==> src/rtl/wdt_pkg.sv <==
package wdt_pkg;

   // Register byte offsets; software depends on these.
   localparam int unsigned OFF_CTRL = 32'h00;
   localparam int unsigned OFF_SET  = 32'h04;
   localparam int unsigned OFF_ELAP = 32'h08;
   localparam int unsigned OFF_INT  = 32'h0C;
   localparam int unsigned OFF_ECTL = 32'h10;
   localparam int unsigned OFF_EFRC = 32'h14;

   typedef enum logic [2:0] {
      SEL_NONE,
      SEL_CTRL,
      SEL_SET,
      SEL_ELAP,
      SEL_INT,
      SEL_ECTL,
      SEL_EFRC
   } wdt_sel_e;

endpackage

==> src/rtl/wdt_regs.sv <==
module wdt_regs
   import wdt_pkg::*;
#(
   parameter int unsigned DATA_W    = 32,
   parameter int unsigned ADDR_W    = 5,
   parameter int unsigned PERIOD_W  = 12,
   parameter int unsigned ELAPSED_W = 32
) (
   input  logic                 clk,
   input  logic                 rst_n,
   input  logic [ADDR_W-1:0]    addr,
   input  logic                 wr_en,
   input  logic [DATA_W-1:0]    wdata,
   input  logic                 irq,
   input  logic [ELAPSED_W-1:0] elapsed,
   output logic                 en,
   output logic [PERIOD_W-1:0]  period,
   output logic                 refresh,
   output logic                 elap_clr,
   output logic                 force_hit,
   output logic [DATA_W-1:0]    rdata
);

   localparam int unsigned PERIOD_LSB = DATA_W - PERIOD_W;

   wdt_sel_e            sel;
   logic                en_q;
   logic [PERIOD_W-1:0] period_q;
   logic                ectl_q;
   logic                unused_wdata_bits;

   assign unused_wdata_bits = ^wdata;

   always_comb begin
      sel = SEL_NONE;
      if (addr == ADDR_W'(OFF_CTRL)) sel = SEL_CTRL;
      else if (addr == ADDR_W'(OFF_SET))  sel = SEL_SET;
      else if (addr == ADDR_W'(OFF_ELAP)) sel = SEL_ELAP;
      else if (addr == ADDR_W'(OFF_INT))  sel = SEL_INT;
      else if (addr == ADDR_W'(OFF_ECTL)) sel = SEL_ECTL;
      else if (addr == ADDR_W'(OFF_EFRC)) sel = SEL_EFRC;
   end

   always_ff @(posedge clk or negedge rst_n) begin
      if (!rst_n) begin
         en_q     <= 1'b0;
         period_q <= '0;
         ectl_q   <= 1'b0;
      end else if (wr_en) begin
         if (sel == SEL_CTRL && wdata[0])
            en_q <= 1'b1;
         if (sel == SEL_SET && !en_q)
            period_q <= wdata[DATA_W-1:PERIOD_LSB];
         if (sel == SEL_ECTL)
            ectl_q <= wdata[0];
      end
   end

   assign refresh   = wr_en && (sel == SEL_INT) && wdata[0];
   assign elap_clr  = wr_en && (sel == SEL_ELAP);
   assign force_hit = wr_en && (sel == SEL_EFRC) && wdata[0] && !ectl_q;

   always_comb begin
      rdata = '0;
      case (sel)
         SEL_CTRL: rdata[0] = en_q;
         SEL_SET:  rdata[DATA_W-1:PERIOD_LSB] = period_q;
         SEL_ELAP: rdata = DATA_W'(elapsed);
         SEL_INT:  rdata[0] = irq;
         SEL_ECTL: rdata[0] = ectl_q;
         default:  rdata = '0;
      endcase
   end

   assign en     = en_q;
   assign period = period_q;


   period_lock_chk: assert property (@(posedge clk) disable iff (!rst_n)
      en_q |=> $stable(period_q));


   enable_sticky_chk: assert property (@(posedge clk) disable iff (!rst_n)
      en_q |=> en_q);

endmodule

==> src/rtl/wdt_counter.sv <==
module wdt_counter #(
   parameter int unsigned PERIOD_W      = 12,
   parameter int unsigned PRESCALE_LOG2 = 20,
   localparam int unsigned ELAPSED_W    = PERIOD_W + PRESCALE_LOG2
) (
   input  logic                 clk,
   input  logic                 rst_n,
   input  logic                 en,
   input  logic                 tick,
   input  logic                 clr,
   input  logic [PERIOD_W-1:0]  period,
   output logic                 ovf,
   output logic [ELAPSED_W-1:0] elapsed
);

   logic [PERIOD_W-1:0] per_q;
   logic                step;

   assign step = en && tick;

   if (PRESCALE_LOG2 > 0) begin : g_prescaled
      logic [PRESCALE_LOG2-1:0] pre_q;

      assign ovf     = step && (&pre_q) && (per_q == period);
      assign elapsed = {per_q, pre_q};

      always_ff @(posedge clk or negedge rst_n) begin
         if (!rst_n) begin
            per_q <= '0;
            pre_q <= '0;
         end else if (clr || ovf) begin
            per_q <= '0;
            pre_q <= '0;
         end else if (step) begin
            {per_q, pre_q} <= {per_q, pre_q} + ELAPSED_W'(1);
         end
      end
   end else begin : g_direct
      assign ovf     = step && (per_q == period);
      assign elapsed = per_q;

      always_ff @(posedge clk or negedge rst_n) begin
         if (!rst_n)
            per_q <= '0;
         else if (clr || ovf)
            per_q <= '0;
         else if (step)
            per_q <= per_q + PERIOD_W'(1);
      end
   end


   idle_hold_chk: assert property (@(posedge clk) disable iff (!rst_n)
      (!en && !clr) |=> $stable(elapsed));


   wrap_zero_chk: assert property (@(posedge clk) disable iff (!rst_n)
      ovf |=> (elapsed == '0));

endmodule

==> src/rtl/wdt_ovf_track.sv <==
module wdt_ovf_track (
   input  logic clk,
   input  logic rst_n,
   input  logic ovf,
   input  logic refresh,
   input  logic force_hit,
   output logic irq,
   output logic rst_req
);

   logic first_q;
   logic rst_q;

   always_ff @(posedge clk or negedge rst_n) begin
      if (!rst_n) begin
         first_q <= 1'b0;
         rst_q   <= 1'b0;
      end else begin
         if (refresh)
            first_q <= 1'b0;
         else if (ovf)
            first_q <= 1'b1;
         if (force_hit || (ovf && first_q && !refresh))
            rst_q <= 1'b1;
      end
   end

   assign irq     = first_q;
   assign rst_req = rst_q;


   first_ovf_chk: assert property (@(posedge clk) disable iff (!rst_n)
      (ovf && !refresh) |=> irq);


   irq_hold_chk: assert property (@(posedge clk) disable iff (!rst_n)
      (irq && !refresh) |=> irq);


   rst_sticky_chk: assert property (@(posedge clk) disable iff (!rst_n)
      rst_req |=> rst_req);


   rst_cause_chk: assert property (@(posedge clk) disable iff (!rst_n)
      $rose(rst_req) |-> $past(irq || force_hit));

endmodule

==> src/rtl/wdt_top.sv <==
module wdt_top #(
   parameter int unsigned DATA_W        = 32,
   parameter int unsigned ADDR_W        = 5,
   parameter int unsigned PERIOD_W      = 12,
   parameter int unsigned PRESCALE_LOG2 = 20
) (
   input  logic              clk,
   input  logic              rst_n,
   input  logic              tick,
   input  logic [ADDR_W-1:0] addr,
   input  logic              wr_en,
   input  logic [DATA_W-1:0] wdata,
   output logic [DATA_W-1:0] rdata,
   output logic              irq,
   output logic              rst_req
);

   localparam int unsigned ELAPSED_W = PERIOD_W + PRESCALE_LOG2;

   if (ELAPSED_W > DATA_W) begin : g_bad_width
      $error("elapsed count wider than the data bus");
   end
   if (PERIOD_W == 0 || PERIOD_W > DATA_W) begin : g_bad_period
      $error("period field must fit the data bus");
   end
   if (ADDR_W < 5) begin : g_bad_addr
      $error("address too narrow for the register offsets");
   end

   logic                 en;
   logic [PERIOD_W-1:0]  period;
   logic                 refresh;
   logic                 elap_clr;
   logic                 force_hit;
   logic                 ovf;
   logic [ELAPSED_W-1:0] elapsed;

   wdt_regs #(
      .DATA_W    (DATA_W),
      .ADDR_W    (ADDR_W),
      .PERIOD_W  (PERIOD_W),
      .ELAPSED_W (ELAPSED_W)
   ) u_regs (
      .clk       (clk),
      .rst_n     (rst_n),
      .addr      (addr),
      .wr_en     (wr_en),
      .wdata     (wdata),
      .irq       (irq),
      .elapsed   (elapsed),
      .en        (en),
      .period    (period),
      .refresh   (refresh),
      .elap_clr  (elap_clr),
      .force_hit (force_hit),
      .rdata     (rdata)
   );

   wdt_counter #(
      .PERIOD_W      (PERIOD_W),
      .PRESCALE_LOG2 (PRESCALE_LOG2)
   ) u_counter (
      .clk     (clk),
      .rst_n   (rst_n),
      .en      (en),
      .tick    (tick),
      .clr     (refresh || elap_clr),
      .period  (period),
      .ovf     (ovf),
      .elapsed (elapsed)
   );

   wdt_ovf_track u_track (
      .clk       (clk),
      .rst_n     (rst_n),
      .ovf       (ovf),
      .refresh   (refresh),
      .force_hit (force_hit),
      .irq       (irq),
      .rst_req   (rst_req)
   );

endmodule

==> config.mk <==
export PLATFORM = sky130hd
export DESIGN_NAME = wdt_top
export DESIGN_NICKNAME = d
export VERILOG_FILES = /design/src/rtl/wdt_pkg.sv /design/src/rtl/wdt_regs.sv /design/src/rtl/wdt_counter.sv /design/src/rtl/wdt_ovf_track.sv /design/src/rtl/wdt_top.sv
export SDC_FILE = /design/constraint.sdc
export NUM_CORES = 1
export LEC_CHECK = 0
export CORE_UTILIZATION = 25
export CTS_CLUSTER_DIAMETER = 60
export DETAILED_ROUTE_END_ITERATION = 10
export PLACE_DENSITY = 0.59
export RECOVER_POWER = 50
export SLEW_MARGIN = 20
export SYNTH_ARGS = -nofsm -noshare
export SYNTH_HDL_FRONTEND = slang
export SYNTH_SLANG_ARGS = --single-unit
==> constraint.sdc <==
create_clock -name clk -period 2.1 [get_ports clk]
set_clock_uncertainty 0.1 [all_clocks]
set_input_delay 0.315 -clock clk [delete_from_list [all_inputs] [get_ports clk]]
set_output_delay 0.315 -clock clk [all_outputs]
set_load 0.03 [all_outputs]
==> summary.md, run 1 <==
| Metric | Value |
|---|---|
| Syn_area_per_cell | `9.73 um2` |
| Clock buffer depth | `2` |
| Sequential share of the synthesized area | `approximately 44%` |
| Syn_nets | `between 300 and 400` |
| Setup violations, final | `0` |
| Overflow after GRT | `0` |
| CP endpoint kind | `flop` |
| Netlist cell types | `38` |
| DR iter-0 viols | `98` |
| CP Max Fanout | `19` |
| Post-synth EDFFs | `0` |
| Final Critical Period | `about 2.1 ns` |
| Hpwl dp | `5.34 mm` |
| Core Box Area | `10500 um2` |
| DRC | `0` |
| Fin crit share | `between 90% and 100%` |
| First-pass iteration count of the detailed router | `4` |
| Arr. time, crit path | `roughly 2.2 ns` |
| Switching power | `slightly above 600 uW` |
| CP max stage cell | `or4_4` |
| Crit path kind | `reg2reg` |
| Final Non-Filler Cells | `a little over 500` |
| Internal power | `roughly 1500 uW` |
| Logic pwr share | `20.8%` |
| Setup TNS Final | `0 ns` |
| Element type at the critical path start | `flop` |
| Syn Std Cell Area | `2750 um2` |
| CTS tree | `yes` |
| Max Fclk | `about 0.48 GHz` |
| Tot GR Track Use | `between 10% and 20%` |
| Syn. warnings | `0` |
| Die width | `between 100 and 150 um` |
| # diodes | `0` |
| Port Buf Inserts | `between 50 and 60` |
| Synth Register Bits | `48` |
| Cell count after synthesis | `about 280` |
| Area after DPL | `about 3800 um2` |
| Req. time, crit path | `~2.2 ns` |
| Area Overhead vs Synth | `47.8%` |
| Clock root buffer | `clkbuf_8` |
| Initial Util | `between 20% and 30%` |
| Slew headroom | `about a quarter` |
| Global-route wire length before repair | `around 12 mm` |
| Maxcap violations | `0` |
| Leak Pwr | `0.00188 uW` |
| Outcome | `complete, no violations` |
| # nets final | `420` |
| Clock Latency Late Sink | `roughly 0.3 ns` |
| Layout cells sized above 1 | `between 30% and 40%` |
| Worst vdd ir | `approximately 0.00023 V` |
| CTS Buf Count | `5` |
| Design Power | `2130 uW` |
| H-tree depth | `2` |
| Worst-Margin Slew | `1.11 ns` |
| I/O Pins | `75` |
| Num Clock Sinks | `48` |
| Vias in the first global route | `roughly 2500` |
| Worst-path clk slew | `around 0.090 ns` |
| Final core occ | `38.8%` |
| RSZ-0062 raised after global routing | `true` |
| Antenna Violating Nets Remaining | `0` |
| Share of power burned in registers | `52.3%` |
| Placed Instances | `between 500 and 600` |
| Vias per cell | `4.66` |
| Max Slew Vio Count | `0` |
| Vias | `2399` |
| Worst path max stage delay | `between 0.5 and 0.6 ns` |
| Clock power share | `approximately 27%` |
| Initial antenna violation count | `0` |
| Yosys top cell area share | `between 40% and 50%` |
| Sw Share | `~29%` |
| Async SR Flop Fraction | `between 90% and 100%` |
| Worst-path cell chain | `nand2_1 -> or4_4 -> or3_4 -> o21ai_4 -> buf_12 -> nor2_1` |
| Largest net degree at the start of global routing | `22` |
| Placer Congestion | `0.775` |
| Synth Flop Type | `dfrtp_1` |
| Design area | `4060 um2` |
| Worst min path class | `in2reg` |
| Largest cells by area after synthesis | `dfrtp_1 (44%), xnor2_1 (6.7%), xor2_1 (6.7%), mux2_2 (5.7%), nor2_1 (5.2%)` |
| Cell Pwr Density | `between 500 and 600 nW/um2` |
| R2R Setup Slk | `about 0.0043 ns` |
| WL/cell | `around 14 um` |
| Routed WL | `7.31 mm` |
| Rows | `37` |
| Synth area leader | `dfrtp_1` |
| Die height | `107 um` |
| DIE AREA | `11400 um2` |
| Final Hold Violating Endpoints | `0` |
## registers in the layout (all words and copies together) (netlist names)
signal / flops
u_counter.g_prescaled.pre_q: 20
u_counter.per_q: 12
u_regs.ectl_q: 1
u_regs.en: 1
u_regs.period: 12
u_track.irq: 1
u_track.rst_req: 1
## synth_stat cells (all sizes together) (2+ instances only)
| library cell | number |
|---|---|
| or3 | 5 |
| nor2 | 39 |
| mux2 | 14 |
| nor4b | 3 |
| xnor2 | 21 |
| nor3 | 11 |
| and2 | 3 |
| xor2 | 21 |
| or4 | 3 |
| clkbuf | 9 |
| a21oi | 2 |
| nand4 | 9 |
| o21ai | 3 |
| and4 | 3 |
| a22o | 12 |
| nand3 | 11 |
| and3 | 20 |
| nor4 | 8 |
| dfrtp | 48 |
| inv | 8 |
| buf | 7 |
| nand2 | 17 |
## path summary, 6_finish.rpt
kind                                                 startpoint                  to  depth (start not counted)
worst max register to register  u_counter.g_prescaled.pre_q[16]  u_counter.per_q[7]                          6
worst min-delay path                                    addr[2]         u_track.irq                          4
worst min register to register                  u_track.rst_req     u_track.rst_req                          1
min in group asynchronous                                 rst_n  u_counter.per_q[0]                          2
worst max-delay path            u_counter.g_prescaled.pre_q[16]  u_counter.per_q[7]                          6
max in group asynchronous                                 rst_n    u_regs.period[5]                          3
## routing by layer
| metal | vias to the layer above | global-route usage, % | routed length (um) |
|---|---|---|---|
| met5 | - | 0 | 0 |
| met4 | 0 | 3.33 | 64 |
| met3 | 7 | 2.43 | 254 |
| met2 | 44 | 23.0 | 3560 |
| met1 | 1174 | 16.8 | 3430 |
| li1 | 1174 | - | - |
## final cells by class
class                           count  area (um2)
Clock buffer                        7        86.3
Clock inverter                      1        7.51
Fill cell                        1075        6400
Inverter                            8        30.0
Multi-Input combinational cell    210        1520
Sequential cell                    48        1200
Tap cell                          136         170
Timing Repair Buffer              105        1050
## placed cells by master (no fill, tap or decap), types with 3 or more instances in the layout
| master | count |
|---|---|
| buf_4 | 49 |
| dfrtp_1 | 48 |
| nor2_1 | 35 |
| xor2_1 | 21 |
| xnor2_1 | 21 |
| and3_1 | 19 |
| buf_6 | 18 |
| nand2_1 | 17 |
| clkdlybuf4s50_1 | 17 |
| mux2_2 | 14 |
| buf_12 | 11 |
| nand3_1 | 10 |
| nor3_1 | 10 |
| inv_1 | 8 |
| a22o_2 | 8 |
| nand4_1 | 8 |
| nor4_1 | 6 |
| clkbuf_8 | 6 |
| clkbuf_2 | 4 |
| or4_4 | 3 |
| and4_1 | 3 |
| nor2_2 | 3 |
## worst max-delay path: cells and delay by family (launching register included)
| kind | cells | cell delay, ns |
|---|---|---|
| AOI/OAI and AO/OA | 1 | 0.21 |
| buffers and inverters | 1 | 0.18 |
| DFF | 1 | 0.37 |
| and+or+nand+nor | 4 | 1.12 |
## power groups by stage
stage	Sequential, uW	Combinational (uW)	Clock (uW)
after floorplan	1130	210	0
after global placement	1130	424	0
after detailed placement	1130	435	0
after CTS	1110	444	589
after global routing	1130	488	626
final	1110	443	573
## through the flow
| step | setup WS [ns] | hold slack [ns] |
|---|---|---|
| 2_1_floorplan | 0.0106 | -0.0806 |
| 3_3_place_gp | -0.388 | 0.190 |
| 3_5_place_dp | -0.412 | 0.194 |
| 4_1_cts | 0.00506 | 0.395 |
| 5_1_grt | -0.0434 | 0.398 |
| 6_report | 0.00432 | 0.354 |
## logic make-up (layout without fill, tap and decap cells)
logic type,Yosys count,count (layout),share of synthesized area [%]
flip-flops,48,48,43.8
multiplexers,14,14,5.74
buffers and inverters,24,121,4.47
adder cells (fa/ha/maj),1,1,0.456
XOR/XNOR,42,42,13.4
AND/OR/NAND/NOR,132,132,25.8
AO/OA/AOI/OAI,21,21,6.34
## timing repair
item                                   4_1_cts  5_1_grt
endpoints found under the hold margin       18        0
setup endpoints to repair                   44       45
resized for setup                           26       19
pin swaps                                    5        5
hold buffers                                 1        0
cloned                                       1        1
buffers inserted                             1        0
(Power assumes the default switching activity.)
==> run 2: changes to the inputs <==
Settings changed: CELL_PAD_IN_SITES_DETAIL_PLACEMENT set to 1, CELL_PAD_IN_SITES_GLOBAL_PLACEMENT set to 1, PLACE_DENSITY 0.59 to 0.71.
==> run 2 against run 1 <==
  * The flow now finishes with violations (setup timing)
  * Register-to-register slack barely moved
  * Wire length rose by 10%
  * Core utilization fell by 0.13 points
  * Critical path depth did not move
  * Final cell count fell by 0.58%
  * Combinational power rose by 3%
  * First-iteration DRC count fell by 21%
  * Die area did not move
  * Via count rose by 1.2%
  * Highest routed layer unchanged
==> summary.md, run 2 (synthesis gave the netlist of run 1 again) <==
| Metric | Value |
|---|---|
| Req. time, crit path | `2.18 ns (about the same)` |
| R2R Setup Slk | `-0.007 ns (about the same)` |
| Max Fclk | `0.475 GHz (-0.54%)` |
| # nets final | `417 (-0.71%)` |
| Fin crit share | `100% (+0.54 points)` |
| Setup slack after layout | `-0.00695 ns (-0.0113 ns)` |
| Worst-Margin Slew | `1.24 ns (+0.121 ns)` |
| R2R Path End | `u_counter.g_prescaled.pre_q[12]` |
| Crit path kind | `reg2reg` |
| CTS tree | `yes` |
| Clock Latency Late Sink | `0.30 ns (about the same)` |
| Die width | `107 um (unchanged)` |
| Initial antenna violation count | `0 (unchanged)` |
| Clock root buffer | `clkbuf_8` |
| Worst-path cell chain | `nand4_4 -> or4_4 -> or3_4 -> o21ai_4 -> clkbuf_16 -> a21oi_1` |
| DRC | `0 (unchanged)` |
| Arr. time, crit path | `2.19 ns (about the same)` |
| # diodes | `0 (unchanged)` |
| H-tree depth | `2 (unchanged)` |
| Worst Path Buf+Inv | `1 (unchanged)` |
| Layout cells sized above 1 | `34.3% (-1.3 points)` |
| R2R cell count | `6 (unchanged)` |
| Cell family with most CP delay | `simple AND/OR/NAND/NOR gates` |
| Max Slew Vio Count | `0 (unchanged)` |
| Maxcap violations | `0 (unchanged)` |
| CP max stage cell | `or4_4` |
| WL/cell | `15.7 um (+11%)` |
| Min-Delay Path Depth | `1 (-3)` |
| Largest net degree at the start of global routing | `33 (+50%)` |
| Global-route wire length before repair | `13.2 mm (+10%)` |
| DIE AREA | `11400 um2 (unchanged)` |
| First-pass iteration count of the detailed router | `4 (unchanged)` |
| Outcome | `finished with violations` |
| Placed Instances | `500 (-0.60%)` |
| Area Overhead vs Synth | `47.3%` |
| I/O Pins | `75 (unchanged)` |
| Die height | `107 um (unchanged)` |
| Setup violations, final | `3 (+3)` |
| Initial Util | `26.2% (unchanged)` |
| Element type at the critical path start | `flop` |
| Vias per cell | `4.74 (+1.8%)` |
| Cell Pwr Density | `559 nW/um2 (+6.5%)` |
| Hold endpoint | `u_track.rst_req` |
| Vias in the first global route | `2691 (+7.9%)` |
| CTS Buf Count | `5 (unchanged)` |
| Commonest non-fill, non-tap cells in the layout | `buf_4 (53), dfrtp_1 (48), nor2_1 (35)` |
| Final Hold Violating Endpoints | `0 (unchanged)` |
| Worst path max stage delay | `0.44 ns (-0.11 ns)` |
| Rows | `37 (unchanged)` |
| CP Max Fanout | `16 (-3)` |
| Worst min path class | `reg2reg` |
| Fillers | `1196 (+11%)` |
| Placer Congestion | `0.793 (+2.3%)` |
| Core Box Area | `10500 um2 (unchanged)` |
| Tot GR Track Use | `14.7% (+1.4 points)` |
| Leak Pwr | `0.00187 uW (-0.54%)` |
| Port Buf Inserts | `55 (unchanged)` |
| Commonest non-fill, non-tap cell in the layout | `buf_4` |
| Crit Reg-Reg Startpoint | `u_counter.g_prescaled.pre_q[13]` |
| Design Power | `2260 uW (+6.1%)` |
| Overflow after GRT | `0 (unchanged)` |
| Biggest register | `u_counter.g_prescaled.pre_q` |
| Setup TNS Final | `-0.0125 ns (-0.0125 ns)` |
| Final Non-Filler Cells | `512 (-0.58%)` |
| DR iter-0 viols | `77 (-21%)` |
| Antenna Violating Nets Remaining | `0 (unchanged)` |
| Hold_sp | `u_track.rst_req` |
| Failing checks | `setup timing` |
| Vias | `2428 (+1.2%)` |
| Hpwl dp | `5.81 mm (+8.9%)` |
| Max FFs per register | `20 (unchanged)` |
| Final core occ | `38.7% (-0.13 points)` |
| Worst-path clk slew | `0.10 ns (about the same)` |
| Slew headroom | `17.6% (-8.1 points)` |
| Clock buffer depth | `2 (unchanged)` |
| WHS | `0.419 ns (+0.0645 ns)` |
| Worst vdd ir | `0.000340 V (+47%)` |
| Final Critical Period | `2.11 ns (+0.0113 ns)` |
| Routed WL | `8.05 mm (+10%)` |
| CP endpoint kind | `flop` |
| Num Clock Sinks | `48 (unchanged)` |
| RSZ-0062 raised after global routing | `true` |
run 2: cell count changes in the layout (fill, tap and decap cells not counted), sizes merged:
| cell | change |
|---|---|
| clkbuf | -4 |
| clkinv | +1 |
| clkdlybuf4s25 | -1 |
| clkdlybuf4s15 | +1 |
| bufinv | +1 |
| buf | -1 |
run 2: power by group:
group          total [uW]  internal [uW]  switching, uW
logic                 455            228            227
registers            1120           1020           94.9
clock network         689            353            336
total                2260           1600            657
run 2: through the flow:
step	worst slack (ns)	instance area, um2
2_1_floorplan	0.0106	2760
3_3_place_gp	-0.380	3830
3_5_place_dp	-0.415	3830
4_1_cts	0.00511	4040
5_1_grt	-0.0755	4040
6_report	-0.00695	4040
run 2: worst max path at each step:
stage | from | endpoint | slack, ns | depth (start not counted)
after global routing | u_counter.g_prescaled.pre_q[13] | u_counter.g_prescaled.pre_q[12] | -0.08 | 6
after CTS | u_counter.per_q[2] | u_counter.g_prescaled.pre_q[3] | 0.005 | 6
after floorplan | u_counter.g_prescaled.pre_q[10] | u_counter.g_prescaled.pre_q[9] | 0.01 | 6
after detailed placement | addr[2] | u_regs.period[7] | -0.41 | 6
final | u_counter.g_prescaled.pre_q[13] | u_counter.g_prescaled.pre_q[12] | -0.007 | 6
after global placement | addr[2] | u_regs.period[4] | -0.38 | 6
run 2: routing by layer:
layer	track usage, %	vias up	share of wire [%]	wire length, um
li1	-	1170	-	-
met3	2.49	4	3.1	251
met5	0	-	0	0
met1	18.3	1215	45	3600
met4	3.03	0	0.72	58
met2	26.4	39	51	4150
run 2: worst reg2reg max path: cells and delay by family (launching register included):
family / cells / cell delay, ns
AOI/OAI and AO/OA: 2 / 0.27
and+or+nand+nor: 3 / 1.01
DFF: 1 / 0.41
buffers and inverters: 1 / 0.22
run 2: timing repair:
| action | 4_1_cts | 5_1_grt |
|---|---|---|
| resized for setup | 26 | 6 |
| setup endpoints to repair | 52 | 44 |
| hold buffers | 1 | 0 |
| pin swaps | 5 | 3 |
| endpoints found under the hold margin | 20 | 0 |
| gates cloned | 1 | 1 |
| buffers inserted | 1 | 0 |
run 2: cell type report:
| type | count | area [um2] | area share [%] |
|---|---|---|---|
| multi-input combinational | 210 | 1500 | 37.0 |
| sequential | 48 | 1200 | 29.7 |
| timing repair buffer | 102 | 1030 | 25.6 |
| tap | 136 | 170 | 4.21 |
| inverter | 8 | 30.0 | 0.743 |
| clock buffer | 5 | 68.8 | 1.70 |
| clock inverter | 3 | 42.5 | 1.05 |
